**config.mk**
```make
export PLATFORM = sky130hd
export DESIGN_NAME = dkey_select_top
export DESIGN_NICKNAME = d
export VERILOG_FILES = /design/src/rtl/dkey_pkg.sv /design/src/rtl/dkey_mask.sv /design/src/rtl/dkey_chan_cmp.sv /design/src/rtl/dkey_qual.sv /design/src/rtl/dkey_select_top.sv
export SDC_FILE = /design/constraint.sdc
export NUM_CORES = 1
export LEC_CHECK = 0
export ABC_AREA = 1
export BUFFER_PORTS_ARGS = -buffer_cell sky130_fd_sc_hd__buf_2
export CORE_MARGIN = 2
export CORE_UTILIZATION = 39
export DETAILED_ROUTE_END_ITERATION = 8
export PLACE_DENSITY = 0.88
export SETUP_SLACK_MARGIN = 0.4
export SYNTH_ARGS = -nofsm -noshare
export SYNTH_HDL_FRONTEND = slang
export SYNTH_SLANG_ARGS = --single-unit
```
**constraint.sdc**
```tcl
create_clock -name clk -period 0.8 [get_ports clk]
set_input_delay 0.2 -clock clk [delete_from_list [all_inputs] [get_ports clk]]
set_output_delay 0.2 -clock clk [all_outputs]
set_load 0.01 [all_outputs]
```
**src/rtl/dkey_pkg.sv**
```systemverilog
package dkey_pkg;
    localparam int unsigned CHAN_W    = 8;
    localparam int unsigned NUM_CHAN  = 3;
    localparam int unsigned WORD_W    = CHAN_W * NUM_CHAN;
    localparam int unsigned MASK_CHAN = 0;

    typedef struct packed {
        logic              sel;
        logic [WORD_W-1:0] pix;
    } out_state_t;
endpackage

```
**src/rtl/dkey_mask.sv**
```systemverilog
module dkey_mask #(
    parameter int unsigned CHAN_W    = 8,
    parameter int unsigned NUM_CHAN  = 3,
    parameter int unsigned MASK_CHAN = 0,
    localparam int unsigned WORD_W   = CHAN_W * NUM_CHAN
) (
    input  logic [WORD_W-1:0] pix_i,
    input  logic              index_mode_i,
    input  logic [CHAN_W-1:0] mask_i,
    output logic [WORD_W-1:0] pix_o
);
    for (genvar c = 0; c < NUM_CHAN; c++) begin : g_chan
        if (c == MASK_CHAN) begin : g_masked
            always_comb begin
                pix_o[c*CHAN_W +: CHAN_W] = index_mode_i
                    ? (pix_i[c*CHAN_W +: CHAN_W] & mask_i)
                    : pix_i[c*CHAN_W +: CHAN_W];
            end
        end else begin : g_pass
            always_comb begin
                pix_o[c*CHAN_W +: CHAN_W] = pix_i[c*CHAN_W +: CHAN_W];
            end
        end
    end
endmodule

```
**src/rtl/dkey_chan_cmp.sv**
```systemverilog
module dkey_chan_cmp #(
    parameter int unsigned CHAN_W = 8
) (
    input  logic [CHAN_W-1:0] data_i,
    input  logic [CHAN_W-1:0] key_i,
    input  logic              dis_i,
    output logic              eq_o,
    output logic              used_o
);
    always_comb begin
        eq_o   = (data_i == key_i);
        used_o = !dis_i;
    end
endmodule

```
**src/rtl/dkey_qual.sv**
```systemverilog
module dkey_qual #(
    parameter int unsigned NUM_CHAN = 3
) (
    input  logic [NUM_CHAN-1:0] eq_i,
    input  logic [NUM_CHAN-1:0] used_i,
    input  logic                dkey_en_i,
    input  logic                ext_key_i,
    input  logic                active_i,
    input  logic                hw_key_en_i,
    input  logic                hw_key_i,
    output logic                sel_o
);
    logic any_used;
    logic all_ok;
    logic window_ok;
    logic data_key;
    logic hw_key;

    always_comb begin
        any_used  = |used_i;
        all_ok    = &(eq_i | ~used_i);
        window_ok = active_i || ext_key_i;
        data_key  = dkey_en_i && any_used && all_ok && window_ok;
        hw_key    = hw_key_en_i && hw_key_i;
        sel_o     = data_key || hw_key;
    end
endmodule

```
**src/rtl/dkey_select_top.sv**
```systemverilog
module dkey_select_top
    import dkey_pkg::*;
(
    input  logic              clk,
    input  logic              rst_n,
    input  logic [23:0]       pix_i,
    input  logic              index_mode_i,
    input  logic              active_i,
    input  logic              hw_key_i,
    input  logic [23:0]       key_val_i,
    input  logic [2:0]        chan_dis_i,
    input  logic              dkey_en_i,
    input  logic              ext_key_i,
    input  logic              hw_key_en_i,
    input  logic [7:0]        mask_i,
    output logic              sel_video_o,
    output logic [23:0]       pix_o
);
    logic [WORD_W-1:0]   masked;
    logic [NUM_CHAN-1:0] chan_eq;
    logic [NUM_CHAN-1:0] chan_used;
    logic                sel_next;
    out_state_t          st_d;
    out_state_t          st_q;

    dkey_mask #(
        .CHAN_W   (CHAN_W),
        .NUM_CHAN (NUM_CHAN),
        .MASK_CHAN(MASK_CHAN)
    ) u_mask (
        .pix_i       (pix_i),
        .index_mode_i(index_mode_i),
        .mask_i      (mask_i),
        .pix_o       (masked)
    );

    for (genvar c = 0; c < NUM_CHAN; c++) begin : g_cmp
        dkey_chan_cmp #(.CHAN_W(CHAN_W)) u_cmp (
            .data_i(masked[c*CHAN_W +: CHAN_W]),
            .key_i (key_val_i[c*CHAN_W +: CHAN_W]),
            .dis_i (chan_dis_i[c]),
            .eq_o  (chan_eq[c]),
            .used_o(chan_used[c])
        );
    end

    dkey_qual #(.NUM_CHAN(NUM_CHAN)) u_qual (
        .eq_i       (chan_eq),
        .used_i     (chan_used),
        .dkey_en_i  (dkey_en_i),
        .ext_key_i  (ext_key_i),
        .active_i   (active_i),
        .hw_key_en_i(hw_key_en_i),
        .hw_key_i   (hw_key_i),
        .sel_o      (sel_next)
    );

    always_comb begin
        st_d     = st_q;
        st_d.sel = sel_next;
        st_d.pix = masked;
    end

    always_ff @(posedge clk or negedge rst_n) begin
        if (!rst_n) begin
            st_q <= '0;
        end else begin
            st_q <= st_d;
        end
    end

    assign sel_video_o = st_q.sel;
    assign pix_o       = st_q.pix;

    // an enabled hardware key selects video on the next edge
    p_hw_key_r8: assert property (@(posedge clk) disable iff (!rst_n)
        (hw_key_en_i && hw_key_i) |=> sel_video_o);

    // data key off and no hardware key gives no selection
    p_dkey_off_r5: assert property (@(posedge clk) disable iff (!rst_n)
        (!dkey_en_i && !(hw_key_en_i && hw_key_i)) |=> !sel_video_o);

    // every channel disabled gives no data key
    p_all_dis_r4: assert property (@(posedge clk) disable iff (!rst_n)
        ((chan_dis_i == 3'b111) && !(hw_key_en_i && hw_key_i)) |=> !sel_video_o);

    // blanking without the extended bit gives no data key
    p_blank_r7: assert property (@(posedge clk) disable iff (!rst_n)
        (!ext_key_i && !active_i && !(hw_key_en_i && hw_key_i)) |=> !sel_video_o);

    // outside index mode the word passes unmasked
    p_nomask_r6: assert property (@(posedge clk) disable iff (!rst_n)
        !index_mode_i |=> (pix_o == $past(pix_i)));

    // in index mode only the index byte is masked
    p_mask_r6: assert property (@(posedge clk) disable iff (!rst_n)
        index_mode_i |=> ((pix_o[23:8] == $past(pix_i[23:8])) &&
                          ((pix_o[7:0] & ~$past(mask_i)) == 8'h00)));
endmodule

```
==> run summary <==
Required @ worst endpoint - 0.60 ns
Syn_nets - 222
CTS tree - built
Slowest cell on crit path - dfrtp_1
M1 wire length - 1122 µm
CP delay by family, top - flip-flops
Power Density - 1308 nW/µm²
Max-cap violations - 0
Clock tree root buffer cell - clkbuf_4
Die ar. - 3578 µm²
Placed Instance Area - 1842 µm²
Top FF cell, synth - dfrtp_1
Overall power - 2.616 mW
Synth async-reset ratio - 1.000
Switch share - 0.2766
CP Buf/Inv Count - 1
RSZ-0062 raised after global routing - yes
Area of the multi-input gates - 531.8 µm²
Core area - 3003 µm²
Hold Crit Class - in2async
Part of the cycle the worst path needs - 1.311
Clock group share of total power - 0.208
Starting density of the core - 0.4046
Layout area overhead - 64.68%
Global-route wire length before repair - 4512 µm
Finished Cell Area - 2001 µm²
DR vias - 1293
Routed wl met2 - 1734 µm
# IOs - 92
Flop pwr share - 0.517
Post-Synthesis Cells - 155
Hold WS - -0.2663 ns
Clock tree buffer depth - 2
WL met3 - 233 µm
Endpoints failing setup - 25
Final #Nets - 330
GPL Wtd Cong - 0.7158
H-tree levels - 1
Synth area leaders - dfrtp_1, nand2_1, inv_1, nor2_1, nor2_2
Setup crit start kind - flip-flop
Total CTS buffers - 3
Cell Area, Synth - 1215 µm²
Max Used Layer - met4
DR WL/cell - 10.59 µm
Yosys Warn Count - 0
Count of clock tree sinks - 25
Top-count cell post-synth - nand2_1
Crit path kind - reg2out
Worst Setup Slack post-DPL - -0.3630 ns
WP data arrival - 0.85 ns
Inserted Diodes - 0
Yosys top cell by area - dfrtp_1
Share of the synthesized area in the top cell type - 0.5149
Worst setup EP type - output pin
Post-synth EDFFs - 0
FF/Latch Area - 625.6 µm²
Fmax - 953.3 MHz
Relative slew slack - 0.8247
P_sw - 723.6 µW
Reg clk slew, reported paths - 0.13 ns
Largest net degree at the start of global routing - 17
Initial DRC count - 18
Largest stage delay, worst path - 0.41 ns
VDD IR max - 0.6341 mV
Slew Limit Fails - 0
Final WS setup - -0.2490 ns
Pre-Repair DR Iteration Count - 3
Status - complete, but fails checks
Die W - 59.82 µm
ANT nets after route - 0
PortBufs - 91
CP Cell Sequence - buf_6
Die H - 59.82 µm
Initial antenna violation count - 0
Failing checks - hold timing, setup timing
Rows - 20
Residual DRC - 0
Via density - 4.383
Logic pwr share - 0.275
# fillers - 272
Tmin final - 1.049 ns
Distinct cells, synth - 14
Static Leak - 1.181 nW
Actual slew at the worst max-slew pin - 0.2630 ns
Int Pwr - 1.893 mW
Gr ovfl total - 0
Number of setup buffers added after CTS - 0
Top fanout value on the critical path - 1
Detail Placement HPWL - 2492 µm
Vias in the first global route - 1153
Fraction of layout instances using a drive strength above 1 - 0.5000
Top cells by count, synth - nand2_1, inv_1, dfrtp_1, nor2_1, nor2_2
Drt total wl - 3123 µm
Hold Fails Final Rpt - 27
GRT Util Overall - 0.1706
Yosys reg bits - 25
Post-synthesis sequential area ratio - 0.5149
Average size of a mapped cell - 7.838 µm²
-- power groups by stage --
stage / clock network (mW) / logic (mW) / registers [mW]
global route: 0.601 / 0.795 / 1.36
detailed placement: 0 / 0.644 / 1.37
global placement: 0 / 0.629 / 1.37
CTS: 0.571 / 0.678 / 1.35
floorplan: 0 / 0.219 / 1.42
finish: 0.545 / 0.718 / 1.35
-- sequential cells by signal, summed over array words and instances (netlist names) --
name and cells:
pix_o 24, sel_video_o 1
-- what timing repair did --
item / 4_1_cts / 5_1_grt
pin swaps: 7 / 14
endpoints found under the setup margin: 30 / 27
resized for setup: 11 / 16
cloned: 1 / 0
hold endpoints to repair: 31 / 20
-- worst max path at each step --
stage,startpoint,to,slack [ns],cells after the start
6_report,pix_o[4]$_DFF_PN0_,pix_o[4],-0.25,1
5_1_grt,pix_o[7]$_DFF_PN0_,pix_o[7],-0.29,1
3_5_place_dp,index_mode_i,sel_video_o$_DFF_PN0_,-0.36,12
2_1_floorplan,index_mode_i,sel_video_o$_DFF_PN0_,-0.04,11
4_1_cts,pix_o[7]$_DFF_PN0_,pix_o[7],-0.28,1
3_3_place_gp,index_mode_i,sel_video_o$_DFF_PN0_,-0.33,12
-- metal layers --
layer | vias to the layer above | global-route usage
li1 | 666 | -
met4 | 0 | 0.08571
met3 | 2 | 0.02381
met2 | 56 | 0.3401
met1 | 569 | 0.1653
met5 | - | 0
-- kinds of logic after synthesis --
group	share of synthesized area
compound gates	0.04016
xor+xnor	0.07209
buf+inv	0.08857
flops	0.5149
simple gates	0.2842
-- layout make-up --
| cell class | count | area share |
|---|---|---|
| clock inverter | 1 | 0.002502 |
| multi-input combinational | 102 | 0.2658 |
| sequential | 25 | 0.3127 |
| inverter | 28 | 0.06629 |
| tap | 33 | 0.02064 |
| timing repair buffer | 102 | 0.3164 |
| timing repair inverter | 1 | 0.004378 |
| clock buffer | 3 | 0.01126 |
-- placed cells by master (no fill, tap or decap), types with 3 or more instances in the layout --
master / instances
nor2_1: 15
nor2_4: 4
xor2_1: 6
dfrtp_1: 25
o21ai_1: 3
nand2_2: 3
buf_4: 12
o21bai_1: 3
clkbuf_4: 3
nand2_1: 52
inv_1: 21
buf_6: 10
nor2_2: 8
buf_2: 78
inv_2: 4
-- stage by stage --
stage | std cells | setup TNS [ns] | utilization
after floorplan | 155 | -0.03568 | -
after global placement | 290 | -0.4220 | 0.6133
after detailed placement | 290 | -0.4781 | 0.6133
after CTS | 295 | -6.076 | 0.6408
after global routing | 295 | -6.582 | 0.6663
final | 295 | -5.659 | 0.6663
Note: power is estimated with default switching activity, not from simulation.
